===== src/rtl/pswallow_pkg.sv =====
package pswallow_pkg;
  localparam int SW_W    = 3;
  localparam int MN_W    = 12;
  localparam int RATIO_W = SW_W + MN_W;

  typedef struct packed {
    logic [MN_W-1:0] m;
    logic [SW_W-1:0] a;
  } ratio_t;

  // A word is usable when the main count is nonzero and covers the swallow count.
  function automatic logic ratio_ok(ratio_t r);
    return (r.m != '0) && (r.m >= {{(MN_W-SW_W){1'b0}}, r.a});
  endfunction
endpackage


===== src/rtl/dm_prescaler.sv =====
module dm_prescaler
  import pswallow_pkg::*;
#(
  parameter int PW = SW_W
) (
  input  logic clk,
  input  logic rst,
  input  logic run_i,
  input  logic load_i,
  input  logic mod9_i,
  output logic tick_o
);
  localparam logic [PW:0] BASE = (PW+1)'(1) << PW;
  localparam logic [PW:0] ONE  = (PW+1)'(1);

  logic [PW:0] pcnt;

  assign tick_o = run_i && (pcnt == '0);

  always_ff @(posedge clk) begin
    if (rst) begin
      pcnt <= '0;
    end else if (load_i || tick_o) begin
      pcnt <= mod9_i ? BASE : BASE - ONE;
    end else if (run_i) begin
      pcnt <= pcnt - ONE;
    end
  end
endmodule


===== src/rtl/swallow_ctrl.sv =====
module swallow_ctrl
  import pswallow_pkg::*;
(
  input  logic   clk,
  input  logic   rst,
  input  logic   load_i,
  input  ratio_t ratio_i,
  input  logic   tick_i,
  output logic   mod9_o,
  output logic   last_o
);
  logic [MN_W-1:0] mcnt;
  logic [SW_W-1:0] acnt;

  assign last_o = tick_i && (mcnt == MN_W'(1));

  // Modulus for the prescaler cycle that begins at the coming edge.
  always_comb begin
    if (load_i)      mod9_o = (ratio_i.a != '0);
    else if (tick_i) mod9_o = (acnt > SW_W'(1));
    else             mod9_o = (acnt != '0);
  end

  always_ff @(posedge clk) begin
    if (rst) begin
      mcnt <= '0;
      acnt <= '0;
    end else if (load_i) begin
      mcnt <= ratio_i.m;
      acnt <= ratio_i.a;
    end else if (tick_i) begin
      mcnt <= mcnt - MN_W'(1);
      if (acnt != '0) acnt <= acnt - SW_W'(1);
    end
  end
endmodule


===== src/rtl/ratio_store.sv =====
module ratio_store
  import pswallow_pkg::*;
(
  input  logic   clk,
  input  logic   rst,
  input  logic   ld_i,
  input  ratio_t ratio_i,
  input  logic   roll_i,
  output logic   start_o,
  output logic   running_o,
  output ratio_t next_o
);
  ratio_t pend;
  ratio_t active;
  logic   pend_v;

  assign start_o = !running_o && pend_v;
  assign next_o  = pend_v ? pend : active;

  always_ff @(posedge clk) begin
    if (rst) begin
      pend      <= '0;
      active    <= '0;
      pend_v    <= 1'b0;
      running_o <= 1'b0;
    end else begin
      if (ld_i) pend <= ratio_i;
      pend_v <= ld_i || (pend_v && !(start_o || roll_i));
      if (start_o || roll_i) active <= next_o;
      if (start_o) running_o <= 1'b1;
    end
  end
endmodule


===== src/rtl/pswallow_div.sv =====
module pswallow_div
  import pswallow_pkg::*;
(
  input  logic               clk,
  input  logic               rst,
  input  logic [RATIO_W-1:0] ratio_i,
  input  logic               ratio_ld_i,
  input  logic               test_en_i,
  output logic               div_pulse_o,
  output logic               div_half_o,
  output logic               test_o,
  output logic               ratio_bad_o
);
  logic   start;
  logic   running;
  logic   last;
  logic   tick;
  logic   mod9;
  logic   cyc_load;
  ratio_t next_ratio;

  assign cyc_load = start || last;

  ratio_store u_store (
    .clk       (clk),
    .rst       (rst),
    .ld_i      (ratio_ld_i),
    .ratio_i   (ratio_t'(ratio_i)),
    .roll_i    (last),
    .start_o   (start),
    .running_o (running),
    .next_o    (next_ratio)
  );

  swallow_ctrl u_ctrl (
    .clk     (clk),
    .rst     (rst),
    .load_i  (cyc_load),
    .ratio_i (next_ratio),
    .tick_i  (tick),
    .mod9_o  (mod9),
    .last_o  (last)
  );

  dm_prescaler #(.PW(SW_W)) u_pre (
    .clk    (clk),
    .rst    (rst),
    .run_i  (running),
    .load_i (start),
    .mod9_i (mod9),
    .tick_o (tick)
  );

  always_ff @(posedge clk) begin
    if (rst) begin
      div_pulse_o <= 1'b0;
      div_half_o  <= 1'b0;
      test_o      <= 1'b0;
      ratio_bad_o <= 1'b0;
    end else begin
      div_pulse_o <= last;
      div_half_o  <= div_half_o ^ last;
      test_o      <= test_en_i && div_half_o;
      if (cyc_load) ratio_bad_o <= !ratio_ok(next_ratio);
    end
  end
endmodule


===== config.mk =====
export PLATFORM = sky130hd
export DESIGN_NAME = pswallow_div
export DESIGN_NICKNAME = d
export VERILOG_FILES = /design/src/rtl/pswallow_pkg.sv /design/src/rtl/dm_prescaler.sv /design/src/rtl/swallow_ctrl.sv /design/src/rtl/ratio_store.sv /design/src/rtl/pswallow_div.sv
export SDC_FILE = /design/constraint.sdc
export NUM_CORES = 1
export LEC_CHECK = 0
export ABC_AREA = 1
export BUFFER_PORTS_ARGS = -buffer_cell sky130_fd_sc_hd__buf_2
export CAP_MARGIN = 10
export CORE_ASPECT_RATIO = 1.75
export CORE_MARGIN = 2
export CORE_UTILIZATION = 40
export DETAILED_ROUTE_END_ITERATION = 16
export SLEW_MARGIN = 5
export SYNTH_ARGS = -nofsm -noshare
export SYNTH_HDL_FRONTEND = slang
export SYNTH_HIERARCHICAL = 1
export SYNTH_SLANG_ARGS = --single-unit

===== constraint.sdc =====
create_clock -name clk -period 3.4 [get_ports clk]
set_input_delay 0.51 -clock clk [delete_from_list [all_inputs] [get_ports clk]]
set_output_delay 0.51 -clock clk [all_outputs]
set_load 0.05 [all_outputs]

-- After elaboration in Yosys (flattened, before gate mapping)
Cells that the tools add are included.
- logic and storage cells: 51
- register bits: 55
- output and inout port bits: 4
- input port bits: 19
- multiplexer cells: 11
- magnitude comparators: 2
- $add $sub $neg: 3
- bitwise logic cells: 1
- reductions and logical operators: 20
- equal/unequal tests: 1
- operators by type and width (cell ; count):
    two-way mux 12 bit ; 2
    two-way mux 15 bit ; 1
    equality test 12 x 1 -> 1 bit (second input constant) ; 1
    greater-or-equal comparator 12 x 3 -> 1 bit ; 1
    two-way mux 4 bit ; 3
    nonzero test 12 bit ; 1
    subtractor 12 x 1 -> 12 bit (second input constant) ; 1
    two-way mux 3 bit ; 3
    logical AND 1 bit ; 6
    nonzero test 2 bit ; 3
    nonzero test 3 bit ; 2
    zero test 4 bit ; 1
    subtractor 4 x 1 -> 4 bit (second input constant) ; 1
    greater-than comparator 3 x 1 -> 1 bit (second input constant) ; 1
    zero test 1 bit ; 3
    logical OR 1 bit ; 3
    subtractor 3 x 1 -> 3 bit (second input constant) ; 1
    two-way mux 1 bit ; 2
    AND reduction 2 bit ; 1
    bitwise XOR 1 bit ; 1

-- Longest topological paths before layout
Gate-level depths: netlist (run 1).
- depth in word-level cells: 7
- gate-level depth with buffers: 18
- depth with buffers taken out: 17

-- Modules after synthesis
Netlist (run 1), hierarchy kept.
- by module, submodules not included (module ; sequential area each (um2) ; instances ; area an instance (um2) ; cells each):
    ratio_store ; 640.6 ; 1 ; 1450.1 ; 219
    swallow_ctrl ; 300.3 ; 1 ; 1044.8 ; 151
    dm_prescaler ; 80.1 ; 1 ; 292.8 ; 44
    pswallow_div ; 80.1 ; 1 ; 256.5 ; 37

-- Least setup slack after synthesis (run 1)
OpenSTA, ideal clock, no wires.
- kind: register -> register
- from: register u_pre.pcnt[0]
- to: register u_pre.pcnt[3]
- data required time: 3.286 ns
- data arrival time: 2.654 ns
- stages on the path, launching flop included: 18
- path slack: 0.633 ns
- path buffers: 1
- library setup time: 0.114 ns
- clock period less this slack: 2.767 ns
- cells stage by stage: dfxtp_1 > inv_1 > ha_1 > nand2_1 > inv_1 > nand2_2 > inv_1 > nand4_1 > nor4_1 > or2_2 > buf_4 > inv_2 > nor4_1 > a41oi_1 > inv_1 > a21oi_1 > nand2_1 > a21oi_2
- word-level cells in the longest chain between the ends: 7
- elaborated cells on any way between the ends: 12
- those cells by class: 1 x add/sub; 5 x mux; 6 x reduce/logical
- ends and longest elaborated chain (what ; RTL line ; text):
    start: declaration ; dm_prescaler.sv:16 ; logic [PW:0] pcnt;
    start signal: assignment ; dm_prescaler.sv:24 ; pcnt <= mod9_i ? BASE : BASE - ONE;
    start signal: assignment ; dm_prescaler.sv:26 ; pcnt <= pcnt - ONE;
    zero test 4 bit ; dm_prescaler.sv:18 ; assign tick_o = run_i && (pcnt == '0);
    logical AND 1 bit ; dm_prescaler.sv:18 ;
    named net tick ; pswallow_div.sv:17 ; logic tick;
    logical AND 1 bit ; swallow_ctrl.sv:15 ; assign last_o = tick_i && (mcnt == MN_W'(1));
    named net last ; pswallow_div.sv:16 ; logic last;
    logical OR 1 bit ; pswallow_div.sv:22 ; assign cyc_load = start || last;
    named net cyc_load ; pswallow_div.sv:19 ; logic cyc_load;
    two-way mux 1 bit ; swallow_ctrl.sv:19 ; if (load_i) mod9_o = (ratio_i.a != '0);
    named net mod9 ; pswallow_div.sv:18 ; logic mod9;
    two-way mux 4 bit ; dm_prescaler.sv:24 ;
    two-way mux 4 bit ; dm_prescaler.sv:23 ; end else if (load_i || tick_o) begin
The timed path passes the listed nets, and every way through them passes these cells. The select of a mux whose other input is x is not followed.
A chain may end at the register's enable or synchronous reset.

-- Worst setup path in the final report (run 1)
Ends and elaborated chain as after synthesis.

==> results by stage, run 1 <==
Critical path:
- The critical path's slowest cell is or2_2.
- In this run the critical register-to-register path is captured at u_pre/pcnt[3].
- The register-to-register setup slack is 0.54 ns.
- The largest fanout of any net on the critical path is 21.
- In this design, the stage delay of the slowest critical-path cell is 0.39 ns.
- The cell that appears most often on the critical path is inv_1.
- The critical path goes through inv_1 > ha_1 > nand2_1 > inv_1 > nand2_2 > inv_1 > nand4_1 > nor4_1 > buf_4 > or2_2 > inv_2 > nor4_1 > a41oi_1 > inv_1 > a21oi_1 > nand2_1 > a21oi_2.
- The critical path class is register to register.
- The kind of launch point of the worst setup path is a register.
- The length in cells of the worst reg-to-reg path is 17.
- STA classifies the critical path endpoint as a register.
- The endpoint required time on the critical path is 3.58 ns.
- The launch instance of the worst register-to-register path is u_pre/pcnt[0].
- The data arrival time at the worst-slack endpoint is 3.04 ns.

Pwr:
- Summed over all cells, the static leakage comes to 0.00162 uW.
- In this run, flip-flops and latches consume 43.4% of the power.
- Of the total power, the clock network draws 30.4%.
- The total chip power is 1700 uW.
- The net switching fraction of the power is 33.5%.
- For this design the ratio of total power to cell area is 512 nW/um2.
- The internal power of the cells totals 1130 uW.
- The maximum vdd drop is 0.403 mV.
- The share of power burned in combinational logic is 26.1%.
- The net switching power is 570 uW.

Hold path:
- The hold path depth is 3.
- The destination of the worst hold path is u_store/pend[11].
- The startpoint of the tightest hold check path is ratio_i[11].
- The path category of the worst min-delay check is primary input to register.

CTS:
- CTS saw 55 sinks.
- The clock passes through at most 2 buffers.
- Gates resized during post-CTS repair numbered 0.
- The later pin in the worst-skew pair is clocked with a latency of 0.30 ns.
- TritonCTS built the clock tree.
- In this run the post-CTS setup repair buffer count came out at 0.
- TritonCTS created 5 clock buffers.
- The clock input transition at the sequential cells of the worst setup and hold paths is 0.07 ns.
- The number of hold buffers added after CTS was 0.
- The H-tree level count is 2.
- The cell sitting at the root of the clock tree is a clkbuf_16.

Detailed routing:
- The number of design-rule violations left by the first detailed-router iteration is 95.
- The final antenna-violating net count is 0.
- After detailed routing, the number of vias per cell comes to 5.03.
- The final route contains 2802 vias.
- The average wire per standard cell is 12.5 um.
- The first detailed-routing pass ran for 4 iterations.
- The wire length after detailed routing is 6940 um.
- For this run, design rule violations remaining after detail routing come to 0.

Die:
- For this configuration, the core starts out at a cell density of 40.8%.
- The die is 119 um tall.
- The core outline area is 7460 um2.
- The cell row count is 42.
- The die covers 8350 um2.
- Pin placement for this block handled 23 I/O pins.
- The die is 69.9 um wide.

Placement:
- At the placement stage, the worst setup path has a slack of 0.534 ns.
- Routability-driven placement finished with a final weighted congestion of 0.886.
- The placed wire-length estimate after detailed placement is 5190 um.
- The count of buffers from port buffering is 22.

Synth:
- The distinct cell type count after synthesis is 35.
- The number of nets in the synthesized netlist is 480.
- The synthesized flop and latch total is 55.
- The sequential element share of the synthesized area is 36.2%.
- The count of mapped cells out of synthesis is 451.
- The synthesized netlist occupies a cell area of 3040 um2.
- The synthesis warning total is 6.
- The synthesized area divided by synthesized cell count is 6.75 um2.

GRT:
- Global routing consumed, on the met3 layer, 2.37% of the routing resources.
- After global routing, the most crowded layer is met2.
- The via count of the first global-routing pass is 2728.
- The overall overflow remaining after global route is 0.
- The met1 usage is 18.0%.
- The number of antenna violations at the first check in global routing is 0.
- The total routing resource utilization after global routing is 17.8%.
- The met2 demand-to-capacity share in global routing is 34.0%.
- The largest net degree at the start of global routing is 31.
- The first-pass GRT wire length is 12000 um.

Run:
- The count of maximum capacitance violations is 0.

Finish:
- Of the cells placed in the final design, the portion with a size suffix greater than 1 is 14.1%.
- The fill cell instance count of the final layout is 803.
- Relative to the synthesized area, the layout overhead comes to 9.29%.
- The utilization after layout is 44.6%.
- The net count of the finished layout is 497.
- The number of inserted diodes is 0.

STA:
- The fmax is 0.350 GHz.
- At the pin with the least slew margin, the transition time is 0.797 ns.
- Setup total negative slack on the finished layout was measured at 0 ns.
- Clock skew on the completed layout was measured at 0.00395 ns.
- The final number of max-transition violations is 0.
- The worst path needs 2.86 ns of the cycle, external delays included.
- The final critical path takes up 84.1% of the cycle.
- The post-layout worst setup margin is 0.540 ns.
- Setup violations remaining at the end of the flow were counted as 0.
- Setup repair after global routing left no endpoint under its margin.
- The worst slew margin relative to its limit is 46.8%.
- The count of final hold-check violations is 0.

Outcome:
- The flow ran to the end, and the final reports show no timing, DRC or antenna violations.
## per-stage QoR
| stage | area [um2] | instances | hold WS, ns |
|---|---|---|---|
| 2_1_floorplan | 3040 | 451 | 0.463 |
| 6_report | 3330 | 557 | 0.427 |
| 3_5_place_dp | 3180 | 549 | 0.460 |
| 3_3_place_gp | 3180 | 549 | 0.452 |
| 5_1_grt | 3330 | 557 | 0.432 |
| 4_1_cts | 3330 | 557 | 0.422 |
## layout make-up
class	instances	area (um2)	share of cell area, %
clock inverter	3	18.8	0.564
sequential	55	1100	33.1
timing repair buffer	24	125	3.76
clock buffer	5	125	3.76
inverter	64	245	7.37
tap	88	110	3.31
multi-input combinational	318	1600	48.1
## registers in the layout, indices dropped and copies added, names as in the netlist, 3 cells and up
| signal | flops |
|---|---|
| u_store/active | 15 |
| u_store/pend | 15 |
| u_ctrl/mcnt | 12 |
| u_pre/pcnt | 4 |
| u_ctrl/acnt | 3 |
## Yosys cell counts, drive strengths merged
master	number	area share, %
nand3	32	5.6
ha	10	4.1
nor4	2	0.41
xor2	3	0.86
o21ai	32	5.4
nor3	1	0.53
a22oi	8	2.0
buf	9	2.5
o21bai	1	0.25
or2	6	1.2
a41oi	1	0.29
nand4	3	0.62
clkbuf	5	0.62
a21oi	22	4.2
or3	1	0.21
o211ai	1	0.25
dfxtp	55	36
nor2	85	12
a31oi	2	0.41
inv	64	8.1
nand2	108	14
## critical path: cells and delay by family, from the launching register on
family	cells	cell delay (ns)
fa+ha+maj	1	0.17
compound gates	3	0.19
buf+inv	6	0.85
simple gates	7	1.19
flops	1	0.31
## placed cells by master (no fill, tap or decap), types with 3 or more instances in the layout
cell type    n
inv_2        6
nand2_1    100
a22oi_1      8
o21ai_1     10
nand2_4      3
or2_1        5
nor2_1      75
o21ai_0     21
nand2_2      5
clkbuf_16    5
buf_2       22
xor2_1       3
dfxtp_1     55
nand3_1     30
nor2_4       3
a21oi_1     19
ha_1        10
nor2_2       7
nand4_1      3
inv_1       56
## per-layer routing
| layer | routed length [um] | vias up |
|---|---|---|
| li1 | - | 1457 |
| met1 | 2800 | 1275 |
| met2 | 3730 | 53 |
| met3 | 166 | 17 |
| met4 | 240 | 0 |
| met5 | 0 | - |
## logic make-up after synthesis
kind of cell             Yosys count  share of synthesized area, %
AO/OA/AOI/OAI                     67                          12.8
XOR/XNOR                           3                         0.863
adder cells (fa/ha/maj)           10                          4.11
buffers and inverters             78                          11.2
flip-flops                        55                          36.2
AND/OR/NAND/NOR                  238                          34.9
## power groups by stage
stage | logic (uW) | clock network [uW] | registers [uW]
floorplan | 358 | 0 | 747
global placement | 440 | 0 | 753
detailed placement | 445 | 0 | 754
CTS | 448 | 529 | 740
global route | 514 | 549 | 746
finish | 445 | 518 | 740
## worst max path at each step
stage | slack [ns] | start | to | cells after the start
6_report | 0.54 | u_pre/pcnt[0] | u_pre/pcnt[3] | 17
3_3_place_gp | 0.57 | u_pre/pcnt[0] | u_pre/pcnt[3] | 17
4_1_cts | 0.50 | u_pre/pcnt[0] | u_pre/pcnt[3] | 17
5_1_grt | 0.23 | u_pre/pcnt[0] | u_pre/pcnt[1] | 18
3_5_place_dp | 0.53 | u_pre/pcnt[0] | u_pre/pcnt[3] | 17
2_1_floorplan | 0.63 | u_pre/pcnt[0] | u_pre/pcnt[3] | 17
No activity file was read; power rests on OpenSTA's default activity.
==> run 2: changes to the inputs <==
==> constraint.sdc (replaced) <==
create_clock -name clk -period 2.3 [get_ports clk]
set_input_delay 0.345 -clock clk [delete_from_list [all_inputs] [get_ports clk]]
set_output_delay 0.345 -clock clk [all_outputs]
set_load 0.05 [all_outputs]
==> results by stage, run 2 (synthesis gave the netlist of run 1 again) <==
Die:
- The area enclosed by the die boundary is 8350 um2 (unchanged).
- The number of ports placed on the die boundary is 23 (unchanged).
- The cell row count is 42 (unchanged).
- The vertical die dimension is 119 um (unchanged).
- The width of the die came to 69.9 um (unchanged).
- The core outline area is 7460 um2 (unchanged).
- The initial cell density of the core is 40.8% (unchanged).

GRT:
- The largest net degree at the start of global routing is 31 (unchanged).
- The overall overflow remaining after global route is 0 (unchanged).
- The via count of the first global-routing pass is 2709 (-0.70%).
- The number of antenna violations at the first check in global routing is 0 (unchanged).
- The total routing resource utilization after global routing came to 18.0% (+0.17 points).
- The first-pass GRT wire length is 12100 um (+1.1%).

CTS:
- The clock sink count is 55 (unchanged).
- The H-tree level count is 2 (unchanged).
- The clock tree buffer depth came to 2 (unchanged).
- TritonCTS built the clock tree.
- The clock buffer count from CTS is 5 (unchanged).
- The number of buffers added to fix hold violations after cts came to 0 (unchanged).
- The source-to-sink clock delay at the later pin of the worst-skew pair came to 0.30 ns (about the same).
- The clock input transition at the sequential cells of the worst setup and hold paths was 0.07 ns (about the same).
- The cell at the root of the clock tree is clkbuf_16.

Detailed routing:
- The first-pass iteration count of the detailed router is 4 (unchanged).
- The total number of vias is 2810 (+0.29%).
- The number of design-rule violations left by the first detailed-router iteration is 83 (-13%).
- The via count normalized by instance count was 4.97 (-1.1%).
- The total DRC errors in the routed layout is 0 (unchanged).
- The final antenna-violating net count is 0 (unchanged).
- The wire length after detailed routing came to 7200 um (+3.7%).
- The average wire per standard cell is 12.7 um (+2.2%).

Finish:
- The share of final-layout standard cells stronger than drive strength 1 is 16.8% (+2.7 points).
- In the layout the commonest cells are 100 x nand2_1, 75 x nor2_1, 54 x dfxtp_1, 53 x inv_1, 30 x nand3_1.
- The growth of design area from synthesis to finish is 12.8%.
- The number of inserted diodes was 0 (unchanged).
- The most common library cell in the layout ignoring fill and taps is nand2_1.
- The final net count is 507 (+2.0%).
- The largest registers in the layout are u_store/active: 15 flops, u_store/pend: 15 flops, u_ctrl/mcnt: 12 flops.

Pwr:
- The cell leakage power is 0.00166 uW (+2.5%).
- The sequential power share was 43.5% (about the same).
- The internal cell power is 1690 uW (+49%).
- The share of power burned in combinational logic is 27.7% (+1.6 points).
- The net switching fraction of the power is 33.0% (-0.42 points).
- The net switching power came to 834 uW (+46%).
- The power per cell area came to 735 nW/um2 (+44%).
- The maximum vdd drop is 0.694 mV (+72%).
- The clock power share is 28.8% (-1.6 points).

STA:
- The final number of setup-violating endpoints is 0 (unchanged).
- The worst-case clock skew was 0.00804 ns (+0.00409 ns).
- The part of the cycle the worst path needs is 90.4% (+6.3 points).
- The final total negative setup slack is 0 ns (unchanged).
- The count of final hold-check violations is 0 (unchanged).
- The transition time of the tightest slew-check pin was 0.791 ns (-0.00644 ns).
- The final number of max-transition violations is 0 (unchanged).
- The clock period minus final worst setup slack was 2.08 ns (-0.779 ns).
- The fmax is 0.481 GHz (+37%).
- The worst slew margin relative to its limit is 47.2% (+0.43 points).
- The post-layout worst setup margin is 0.220 ns (-0.321 ns).
- Setup repair after global routing left no endpoint under its margin.

Run:
- The count of maximum capacitance violations is 0 (unchanged).

Critical path:
- The kind of capture point of the worst setup path is a register.
- The largest fanout of any net on the critical path is 7 (-67%).
- The endpoint required time on the critical path is 2.49 ns (-1.09 ns).
- The data arrival time at the worst-slack endpoint is 2.27 ns (-0.77 ns).
- The worst setup path is launched from a register.
- The critical path class is register to register.

Placement:
- The final weighted congestion of routability-driven global placement is 0.908 (+2.5%).
- The placed wire-length estimate after detailed placement is 5490 um (+5.9%).
- The count of buffers from port buffering came to 22 (unchanged).
- The worst setup slack after placement was 0.107 ns (-0.427 ns).

Outcome:
- The run finished with clean final reports.

Hold path:
- The tightest min-delay check is of the primary input to register type.
run 2: worst paths after layout:
check,startpoint,to,slack [ns],cells after the start
setup reg to reg,u_pre/pcnt[0],u_pre/pcnt[0],0.22,17
setup / recovery,u_pre/pcnt[0],u_pre/pcnt[0],0.22,17
hold reg to reg,div_half_o,test_o,0.46,2
hold / removal,test_en_i,test_o,0.27,3
run 2: timing repair:
action | CTS | global route
endpoints found under the hold margin | 0 | 0
setup buffers | 0 | 3
setup endpoints to repair | 0 | 21
resized for setup | 0 | 2
run 2: cell type report:
cell class / instances / area, um2
multi-input cells: 318 / 1640
flip-flops and latches: 55 / 1100
well taps: 88 / 110
fillers: 788 / 4030
repair buffers: 34 / 200
inverters: 64 / 250
clock buffers: 6 / 129
run 2: worst max-delay path, stage by stage (launching register included):
cell     delay, ns
dfxtp_2       0.34
inv_2         0.05
ha_1          0.19
nand2_1       0.07
inv_1         0.04
nand2_2       0.10
inv_4         0.04
nand4_1       0.11
nor4_4        0.05
or2_4         0.30
inv_4         0.11
nor4_4        0.04
a41oi_2       0.15
inv_1         0.08
nand2_2       0.07
o21ai_2       0.06
o21ai_1       0.11
inv_1         0.05
run 2: power groups by stage:
stage / clock, uW / combinational, uW / sequential, uW
CTS: 750 / 693 / 1100
global route: 782 / 792 / 1110
global placement: 0 / 677 / 1110
detailed placement: 0 / 687 / 1120
finish: 727 / 698 / 1100
floorplan: 0 / 545 / 1110
run 2: metrics by stage:
step	hold slack [ns]	power, uW	cell area [um2]	cells	util, %
6_report	0.266	2520	3430	565	46.0
5_1_grt	0.280	2680	3430	565	46.0
4_1_cts	0.266	2540	3400	562	45.6
3_5_place_dp	0.450	1800	3270	556	43.8
3_3_place_gp	0.440	1790	3270	556	43.8
2_1_floorplan	0.407	1650	3080	451	-
run 2: layer usage:
metal / global-route usage, % / vias up / share of wire [%]
met4: 8.89 / 0 / 3.8
li1: - / 1476 / -
met5: 0 / - / 0
met2: 35.3 / 47 / 54
met1: 17.8 / 1270 / 39
met3: 2.37 / 17 / 2.7
